<file path="config.mk">
export PLATFORM = sky130hd
export DESIGN_NAME = cfg_readback_window
export DESIGN_NICKNAME = d
export VERILOG_FILES = /design/src/rtl/cfg_rb_pkg.sv /design/src/rtl/cfg_win_ctrl.sv /design/src/rtl/cfg_byte_mux.sv /design/src/rtl/cfg_rd_port.sv /design/src/rtl/cfg_readback_window.sv
export SDC_FILE = /design/constraint.sdc
export NUM_CORES = 1
export LEC_CHECK = 0
export CAP_MARGIN = 20
export CELL_PAD_IN_SITES_DETAIL_PLACEMENT = 1
export CELL_PAD_IN_SITES_GLOBAL_PLACEMENT = 2
export CORE_UTILIZATION = 31
export DETAILED_ROUTE_END_ITERATION = 8
export DONT_BUFFER_PORTS = 1
export GPL_ROUTABILITY_DRIVEN = 0
export PLACE_DENSITY = 0.83
export SYNTH_ARGS = -nofsm -noshare
export SYNTH_HDL_FRONTEND = slang
export SYNTH_SLANG_ARGS = --single-unit
</file>
<file path="constraint.sdc">
create_clock -name clk -period 2.1 [get_ports clk]
set_clock_uncertainty 0.2 [all_clocks]
set_input_delay 0.525 -clock clk [delete_from_list [all_inputs] [get_ports clk]]
set_output_delay 0.525 -clock clk [all_outputs]
set_load 0.02 [all_outputs]
</file>
<file path="src/rtl/cfg_rb_pkg.sv">
// Package: shared constants and types for the configuration readback block.
// Assumes an 8-bit data path and a register with a select bit and a go bit.
package cfg_rb_pkg;
    localparam int DATA_W  = 8;
    localparam int SEL_BIT = 3;
    localparam int GO_BIT  = 0;

    // Byte chosen by the two low pointer bits during a redirected load
    typedef enum logic [1:0] {
        SRC_LOW  = 2'd0,
        SRC_LOCK = 2'd1,
        SRC_EXT  = 2'd2,
        SRC_HIGH = 2'd3
    } cfg_src_e;
endpackage

</file>
<file path="src/rtl/cfg_win_ctrl.sv">
// Module: holds the armed state and counts the readback window.
// Assumes at most one control write per cycle. A write has priority over
// load, store and expiry on the same edge. Only a both-bits write arms.
module cfg_win_ctrl
    import cfg_rb_pkg::*;
#(
    parameter int WIN_LD = 3,
    parameter int WIN_ST = 4
) (
    input  logic              clk,
    input  logic              rst_n,
    input  logic              ctl_wr,
    input  logic [DATA_W-1:0] ctl_wdata,
    input  logic              ld_issue,
    input  logic              st_issue,
    output logic              armed,
    output logic [DATA_W-1:0] ctl_bits
);
    localparam int HOLD = (WIN_LD < WIN_ST) ? WIN_LD : WIN_ST;
    localparam int CW   = (HOLD > 1) ? $clog2(HOLD) : 1;
    localparam logic [CW-1:0] LAST = CW'(HOLD - 1);

    logic          arm_req;
    logic [CW-1:0] age;

    // Decode an arming write
    always_comb begin
        arm_req = ctl_wr && ctl_wdata[SEL_BIT] && ctl_wdata[GO_BIT];
    end

    // Armed flag and window age: set on arming, clear on load, store or expiry
    always_ff @(posedge clk) begin
        if (!rst_n) begin
            armed <= 1'b0;
            age   <= '0;
        end else if (ctl_wr) begin
            armed <= arm_req;
            age   <= '0;
        end else if (armed) begin
            if (ld_issue || st_issue || age == LAST) begin
                armed <= 1'b0;
                age   <= '0;
            end else begin
                age <= age + 1'b1;
            end
        end
    end

    // Register read value built from the armed flag
    always_comb begin
        ctl_bits          = '0;
        ctl_bits[SEL_BIT] = armed;
        ctl_bits[GO_BIT]  = armed;
    end

    p_arm_r2: assert property (@(posedge clk) disable iff (!rst_n)
        arm_req |=> armed && age == '0);
    p_no_arm_r2: assert property (@(posedge clk) disable iff (!rst_n)
        (ctl_wr && !arm_req) |=> !armed);
    p_hit_clear_r7: assert property (@(posedge clk) disable iff (!rst_n)
        (armed && ld_issue && !ctl_wr) |=> !armed);
    p_store_clear_r9: assert property (@(posedge clk) disable iff (!rst_n)
        (armed && st_issue && !ctl_wr) |=> !armed);
    p_expire_r8: assert property (@(posedge clk) disable iff (!rst_n)
        (armed && age == LAST && !ld_issue && !st_issue && !ctl_wr) |=> !armed);
    p_age_bound_r8: assert property (@(posedge clk) disable iff (!rst_n)
        armed |-> age <= LAST);
endmodule

</file>
<file path="src/rtl/cfg_byte_mux.sv">
// Module: picks the configuration byte for a redirected load.
// Assumes stored bits arrive with 0 = programmed. Pads the narrow bytes with 1s.
// A pointer above the last code gives all ones.
module cfg_byte_mux
    import cfg_rb_pkg::*;
#(
    parameter int PTR_W  = 16,
    parameter int LOCK_W = 6,
    parameter int EXT_W  = 3
) (
    input  logic [PTR_W-1:0]  ptr,
    input  logic [LOCK_W-1:0] lock_bits,
    input  logic [DATA_W-1:0] fuse_low,
    input  logic [DATA_W-1:0] fuse_high,
    input  logic [EXT_W-1:0]  fuse_ext,
    output logic [DATA_W-1:0] cfg_byte
);
    localparam int SEL_W = 2;

    logic [DATA_W-1:0] lock_byte;
    logic [DATA_W-1:0] ext_byte;
    logic              out_of_range;
    cfg_src_e          src;

    // Pad the narrow bytes with ones above their stored bits
    generate
        if (LOCK_W < DATA_W) begin : g_lock_pad
            assign lock_byte = {{(DATA_W-LOCK_W){1'b1}}, lock_bits};
        end else begin : g_lock_full
            assign lock_byte = lock_bits[DATA_W-1:0];
        end
        if (EXT_W < DATA_W) begin : g_ext_pad
            assign ext_byte = {{(DATA_W-EXT_W){1'b1}}, fuse_ext};
        end else begin : g_ext_full
            assign ext_byte = fuse_ext[DATA_W-1:0];
        end
    endgenerate

    // Split the pointer into a range flag and a source code
    always_comb begin
        out_of_range = |ptr[PTR_W-1:SEL_W];
        src          = cfg_src_e'(ptr[SEL_W-1:0]);
    end

    // Select the byte
    always_comb begin
        if (out_of_range) begin
            cfg_byte = '1;
        end else begin
            unique case (src)
                SRC_LOW:  cfg_byte = fuse_low;
                SRC_LOCK: cfg_byte = lock_byte;
                SRC_EXT:  cfg_byte = ext_byte;
                SRC_HIGH: cfg_byte = fuse_high;
                default:  cfg_byte = '1;
            endcase
        end
    end
endmodule

</file>
<file path="src/rtl/cfg_rd_port.sv">
// Module: registers the load result, either redirected or program memory.
// Assumes the redirect decision and both candidate bytes are valid in the load cycle.
module cfg_rd_port
    import cfg_rb_pkg::*;
(
    input  logic              clk,
    input  logic              rst_n,
    input  logic              ld_issue,
    input  logic              redirect,
    input  logic [DATA_W-1:0] cfg_byte,
    input  logic [DATA_W-1:0] pmem_rdata,
    output logic              rd_valid,
    output logic [DATA_W-1:0] rd_data
);
    // Capture one result per load, and hold the data between loads
    always_ff @(posedge clk) begin
        if (!rst_n) begin
            rd_valid <= 1'b0;
            rd_data  <= '0;
        end else begin
            rd_valid <= ld_issue;
            if (ld_issue) begin
                rd_data <= redirect ? cfg_byte : pmem_rdata;
            end
        end
    end

    p_valid_r3: assert property (@(posedge clk) disable iff (!rst_n)
        ld_issue |=> rd_valid);
    p_hold_r10: assert property (@(posedge clk) disable iff (!rst_n)
        !ld_issue |=> $stable(rd_data));
endmodule

</file>
<file path="src/rtl/cfg_readback_window.sv">
// Module: top of the configuration readback window.
// A load inside the timed window returns a configuration byte instead of
// program memory. Assumes single-cycle load and store strobes.
module cfg_readback_window
    import cfg_rb_pkg::*;
#(
    parameter int PTR_W  = 16,
    parameter int LOCK_W = 6,
    parameter int EXT_W  = 3,
    parameter int WIN_LD = 3,
    parameter int WIN_ST = 4
) (
    input  logic              clk,
    input  logic              rst_n,
    input  logic              ctl_wr,
    input  logic [7:0]        ctl_wdata,
    output logic [7:0]        ctl_bits,
    input  logic              ld_issue,
    input  logic [PTR_W-1:0]  ld_ptr,
    input  logic [7:0]        pmem_rdata,
    input  logic              st_issue,
    input  logic [LOCK_W-1:0] lock_bits,
    input  logic [7:0]        fuse_low,
    input  logic [7:0]        fuse_high,
    input  logic [EXT_W-1:0]  fuse_ext,
    output logic              rd_valid,
    output logic [7:0]        rd_data
);
    logic              armed;
    logic [DATA_W-1:0] cfg_byte;

    cfg_win_ctrl #(.WIN_LD(WIN_LD), .WIN_ST(WIN_ST)) i_ctrl (
        .clk       (clk),
        .rst_n     (rst_n),
        .ctl_wr    (ctl_wr),
        .ctl_wdata (ctl_wdata),
        .ld_issue  (ld_issue),
        .st_issue  (st_issue),
        .armed     (armed),
        .ctl_bits  (ctl_bits)
    );

    cfg_byte_mux #(.PTR_W(PTR_W), .LOCK_W(LOCK_W), .EXT_W(EXT_W)) i_mux (
        .ptr       (ld_ptr),
        .lock_bits (lock_bits),
        .fuse_low  (fuse_low),
        .fuse_high (fuse_high),
        .fuse_ext  (fuse_ext),
        .cfg_byte  (cfg_byte)
    );

    cfg_rd_port i_rd (
        .clk        (clk),
        .rst_n      (rst_n),
        .ld_issue   (ld_issue),
        .redirect   (armed),
        .cfg_byte   (cfg_byte),
        .pmem_rdata (pmem_rdata),
        .rd_valid   (rd_valid),
        .rd_data    (rd_data)
    );

    p_far_ptr_r6: assert property (@(posedge clk) disable iff (!rst_n)
        (ld_issue && armed && |ld_ptr[PTR_W-1:2]) |=> rd_data == 8'hFF);
    p_passthru_r10: assert property (@(posedge clk) disable iff (!rst_n)
        (ld_issue && !armed) |=> rd_data == $past(pmem_rdata));
    p_lock_pad_r5: assert property (@(posedge clk) disable iff (!rst_n)
        (ld_issue && armed && ld_ptr == 16'h0001) |=> rd_data[7:6] == 2'b11);
endmodule

</file>
==> flow_summary_export.csv <==
group,metric,value,unit
worst_setup_path,rrSetupSlack,590,ps
final_layout,antennaDiodeCount,0,
worst_setup_path,worstSetupPathType,"reg -> out",
logic_synthesis,synthCells,84,
floorplan,die_x,52.2,um
sta,rsz0062_at_grt,"false",
place,hpwl,1590,um
clocking,path_clk_slew,80,ps
hold_path,min_path_cells,1,
worst_setup_path,timing.critical_path.required,1370,ps
logic_synthesis,synthSimpleGateAreaFrac,18.7,%
detailed_routing,drc,0,
detailed_routing,via_count,650,
detailed_routing,wl_per_cell,17.6,um
worst_setup_path,path_buf_inv,1,
logic_synthesis,syn_avg_cell_area,9.31,um2
logic_synthesis,yosys_warnings,0,
sta,finalSetupViolCount,0,
worst_setup_path,cpMaxStageDelayCell,"dfxtp_1",
logic_synthesis,async_flop_share,0,%
clocking,cts_tree,"yes",
sta,period_share,75.0,%
clocking,postCtsResizedCells,0,
final_layout,fill_cells,272,
final_layout,syn_to_final_growth,0.320,%
grt,grt_antenna_before_repair,0,
power_and_ir_drop,netSwitchingFraction,25.9,%
power_and_ir_drop,p_sw,0.131,mW
place,place_inst,105,
clocking,cts_root_buf,"clkbuf_4",
power_and_ir_drop,powerDensity,644,mW/mm2
worst_setup_path,cp_cell_sequence,"buf_4",
logic_synthesis,ys_types,28,
power_and_ir_drop,power_frac_clock,36.3,%
clocking,cts_inserted_buffers,3,
clocking,clkSinkCount,12,
worst_setup_path,path_delay_family,"flip-flops",
detailed_routing,firstDrtPassIters,4,
clocking,cts_hold_buf,0,
hold_path,holdPathEnd,"i_ctrl.age[0]",
floorplan,initial_core_util,34.0,%
power_and_ir_drop,vdd_ir_drop_max,0.467,mV
sta,fmax,0.635,GHz
sta,finalMaxSlewViolations,0,
final_layout,final_layout_size_suffix_gt1_share,19.8,%
logic_synthesis,synth_top_cells_by_area,"dfxtp_1 (31%), mux4_2 (8.6%), buf_4 (7.7%), mux2_2 (5.8%), a31o_1 (5.6%)",
floorplan,core,0.00230,mm2
detailed_routing,totalWireLength,1920,um
power_and_ir_drop,total_power,0.505,mW
floorplan,fp.dieArea,0.00273,mm2
logic_synthesis,synth_ff_type,"dfxtp_1",
status,status,"complete, no violations",
clocking,clock_path_buffers,2,
logic_synthesis,synth.most_common_cell,"dfxtp_1",
logic_synthesis,synth_common_cells,"dfxtp_1 (12), buf_4 (8), o21ai_0 (8)",
logic_synthesis,synth_xor_area_share,0,%
power_and_ir_drop,pwr-share-comb,12.2,%
detailed_routing,drtAntennaViolNets,0,
power_and_ir_drop,p_leak,0.278,nW
hold_path,min_path_type,"in -> reg",
logic_synthesis,ys_ff_latch,12,
grt,grt_pass1_wl,2830,um
logic_synthesis,synth_top_area_cell,"dfxtp_1",
grt,first_global_vias,641,
logic_synthesis,synth_compound_area_share,20.5,%
sta,final.setup.tns,0,ps
clocking,post-cts-setup-buffer-count,0,
power_and_ir_drop,seqPwrFrac,51.5,%
worst_setup_path,path_max_fanout,13,
floorplan,num_io_pins,79,
floorplan,fp.dieH,52.2,um
worst_setup_path,cp.arrival,850,ps
logic_synthesis,synth_top_family_by_area,"compound AO/OA/AOI/OAI gates",
clocking,h-tree-depth,1,
logic_synthesis,synth-seq-area-share,30.7,%
worst_setup_path,worst_r2r_endpoint,"i_rd.rd_data[4]",
hold_path,min_from,"ctl_wr",
logic_synthesis,synth_edf_count,0,
detailed_routing,vias_per_cell,5.96,
logic_synthesis,synth_top_area_share,30.7,%
worst_setup_path,cp-end-kind,"primary output",
grt,grt_max_degree,14,
final_layout,stdcell_count,109,
grt,overflow,0,
grt,grt_usage,14.9,%
worst_setup_path,critPathMaxStageDelay,330,ps
sta,layout_min_cycle_time,1580,ps
detailed_routing,drt-initial-drc-count,10,
power_and_ir_drop,cellInternalPower,0.374,mW
logic_synthesis,synth_fa_ha_area_share,1.60,%
floorplan,core.rowCount,17,
logic_synthesis,synth.area.mux_share,14.4,%
sta,hold_viol,0,
logic_synthesis,syn_area,782,um2
final_layout,nNetsFinal,145,
worst_setup_path,worst_r2r_path_depth,4,
clocking,insertion_delay,270,ps
job,maxCapViolations,0,
worst_setup_path,r2r-start,"i_ctrl.armed",
worst_setup_path,cp-start-kind,"register",
place,port_buffers,0,
==> per-stage QoR <==
stage | worst slack (ps) | cell area (um2) | utilization (%) | hold WS, ps
6_report | 524 | 785 | 34.2 | 115
5_1_grt | 399 | 785 | 34.2 | 104
4_1_cts | 512 | 785 | 34.2 | 106
3_5_place_dp | 307 | 748 | 32.6 | 373
3_3_place_gp | 346 | 748 | 32.6 | 347
2_1_floorplan | 460 | 801 | - | 333
==> placed cells by master, fill, tap and decap left out, drive strengths merged, types with 2 or more instances in the layout <==
master  Yosys  routed
and2        2       2
nor4        2       2
mux2        4       4
a21oi       5       5
dfxtp      12      12
inv         2       2
clkbuf      2       4
nand2       4       4
nand3       5       5
or3         2       2
o22ai       4       4
o21ai       8       8
mux4        3       3
conb        1       6
a31o        5       5
o221ai      3       3
==> area by class of cell <==
type                            instances  area, um2  area share [%]
Clock buffer                            4       36.3            4.63
Multi-Input combinational cell         61        454            57.9
Inverter                                3       11.3            1.44
Sequential cell                        12        240            30.6
Timing Repair Buffer                    1       7.51           0.957
Tap cell                               28       35.0            4.47
==> worst max-delay path by stage <==
stage / cells after the start / endpoint / start
2_1_floorplan: 4 / i_rd.rd_data[0] / ld_ptr[0]
6_report: 1 / ctl_bits[0] / i_ctrl.armed
5_1_grt: 6 / i_ctrl.age[0] / i_ctrl.age[0]
4_1_cts: 1 / ctl_bits[3] / i_ctrl.armed
3_3_place_gp: 4 / i_rd.rd_data[5] / ld_ptr[7]
3_5_place_dp: 4 / i_rd.rd_data[4] / ld_ptr[7]
==> power by group through the flow <==
stage / clock (mW) / combinational, mW / sequential (mW)
6_report: 0.184 / 0.0616 / 0.260
5_1_grt: 0.209 / 0.0683 / 0.262
4_1_cts: 0.192 / 0.0624 / 0.260
3_5_place_dp: 0 / 0.0625 / 0.266
3_3_place_gp: 0 / 0.0606 / 0.265
2_1_floorplan: 0 / 0.0740 / 0.263
==> sequential cells by signal, summed over array words and instances (netlist names) <==
| signal | flops |
|---|---|
| i_rd.rd_data | 8 |
| i_ctrl.age | 2 |
| i_rd.rd_valid | 1 |
| i_ctrl.armed | 1 |
==> layer usage <==
metal	wire (um)	up-vias	GRT usage (%)
met2	1040	38	27.1
met1	655	311	15.0
met4	14	0	3.95
li1	-	299	-
met3	200	2	7.25
met5	0	-	0
==> cell families (layout without fill, tap and decap cells) <==
family / Yosys count / in the layout
flops: 12 / 12
simple gates: 22 / 22
buf+inv: 16 / 8
compound gates: 25 / 25
mux: 7 / 7
other cells: 1 / 6
fa+ha+maj: 1 / 1
(Power assumes the default switching activity.)
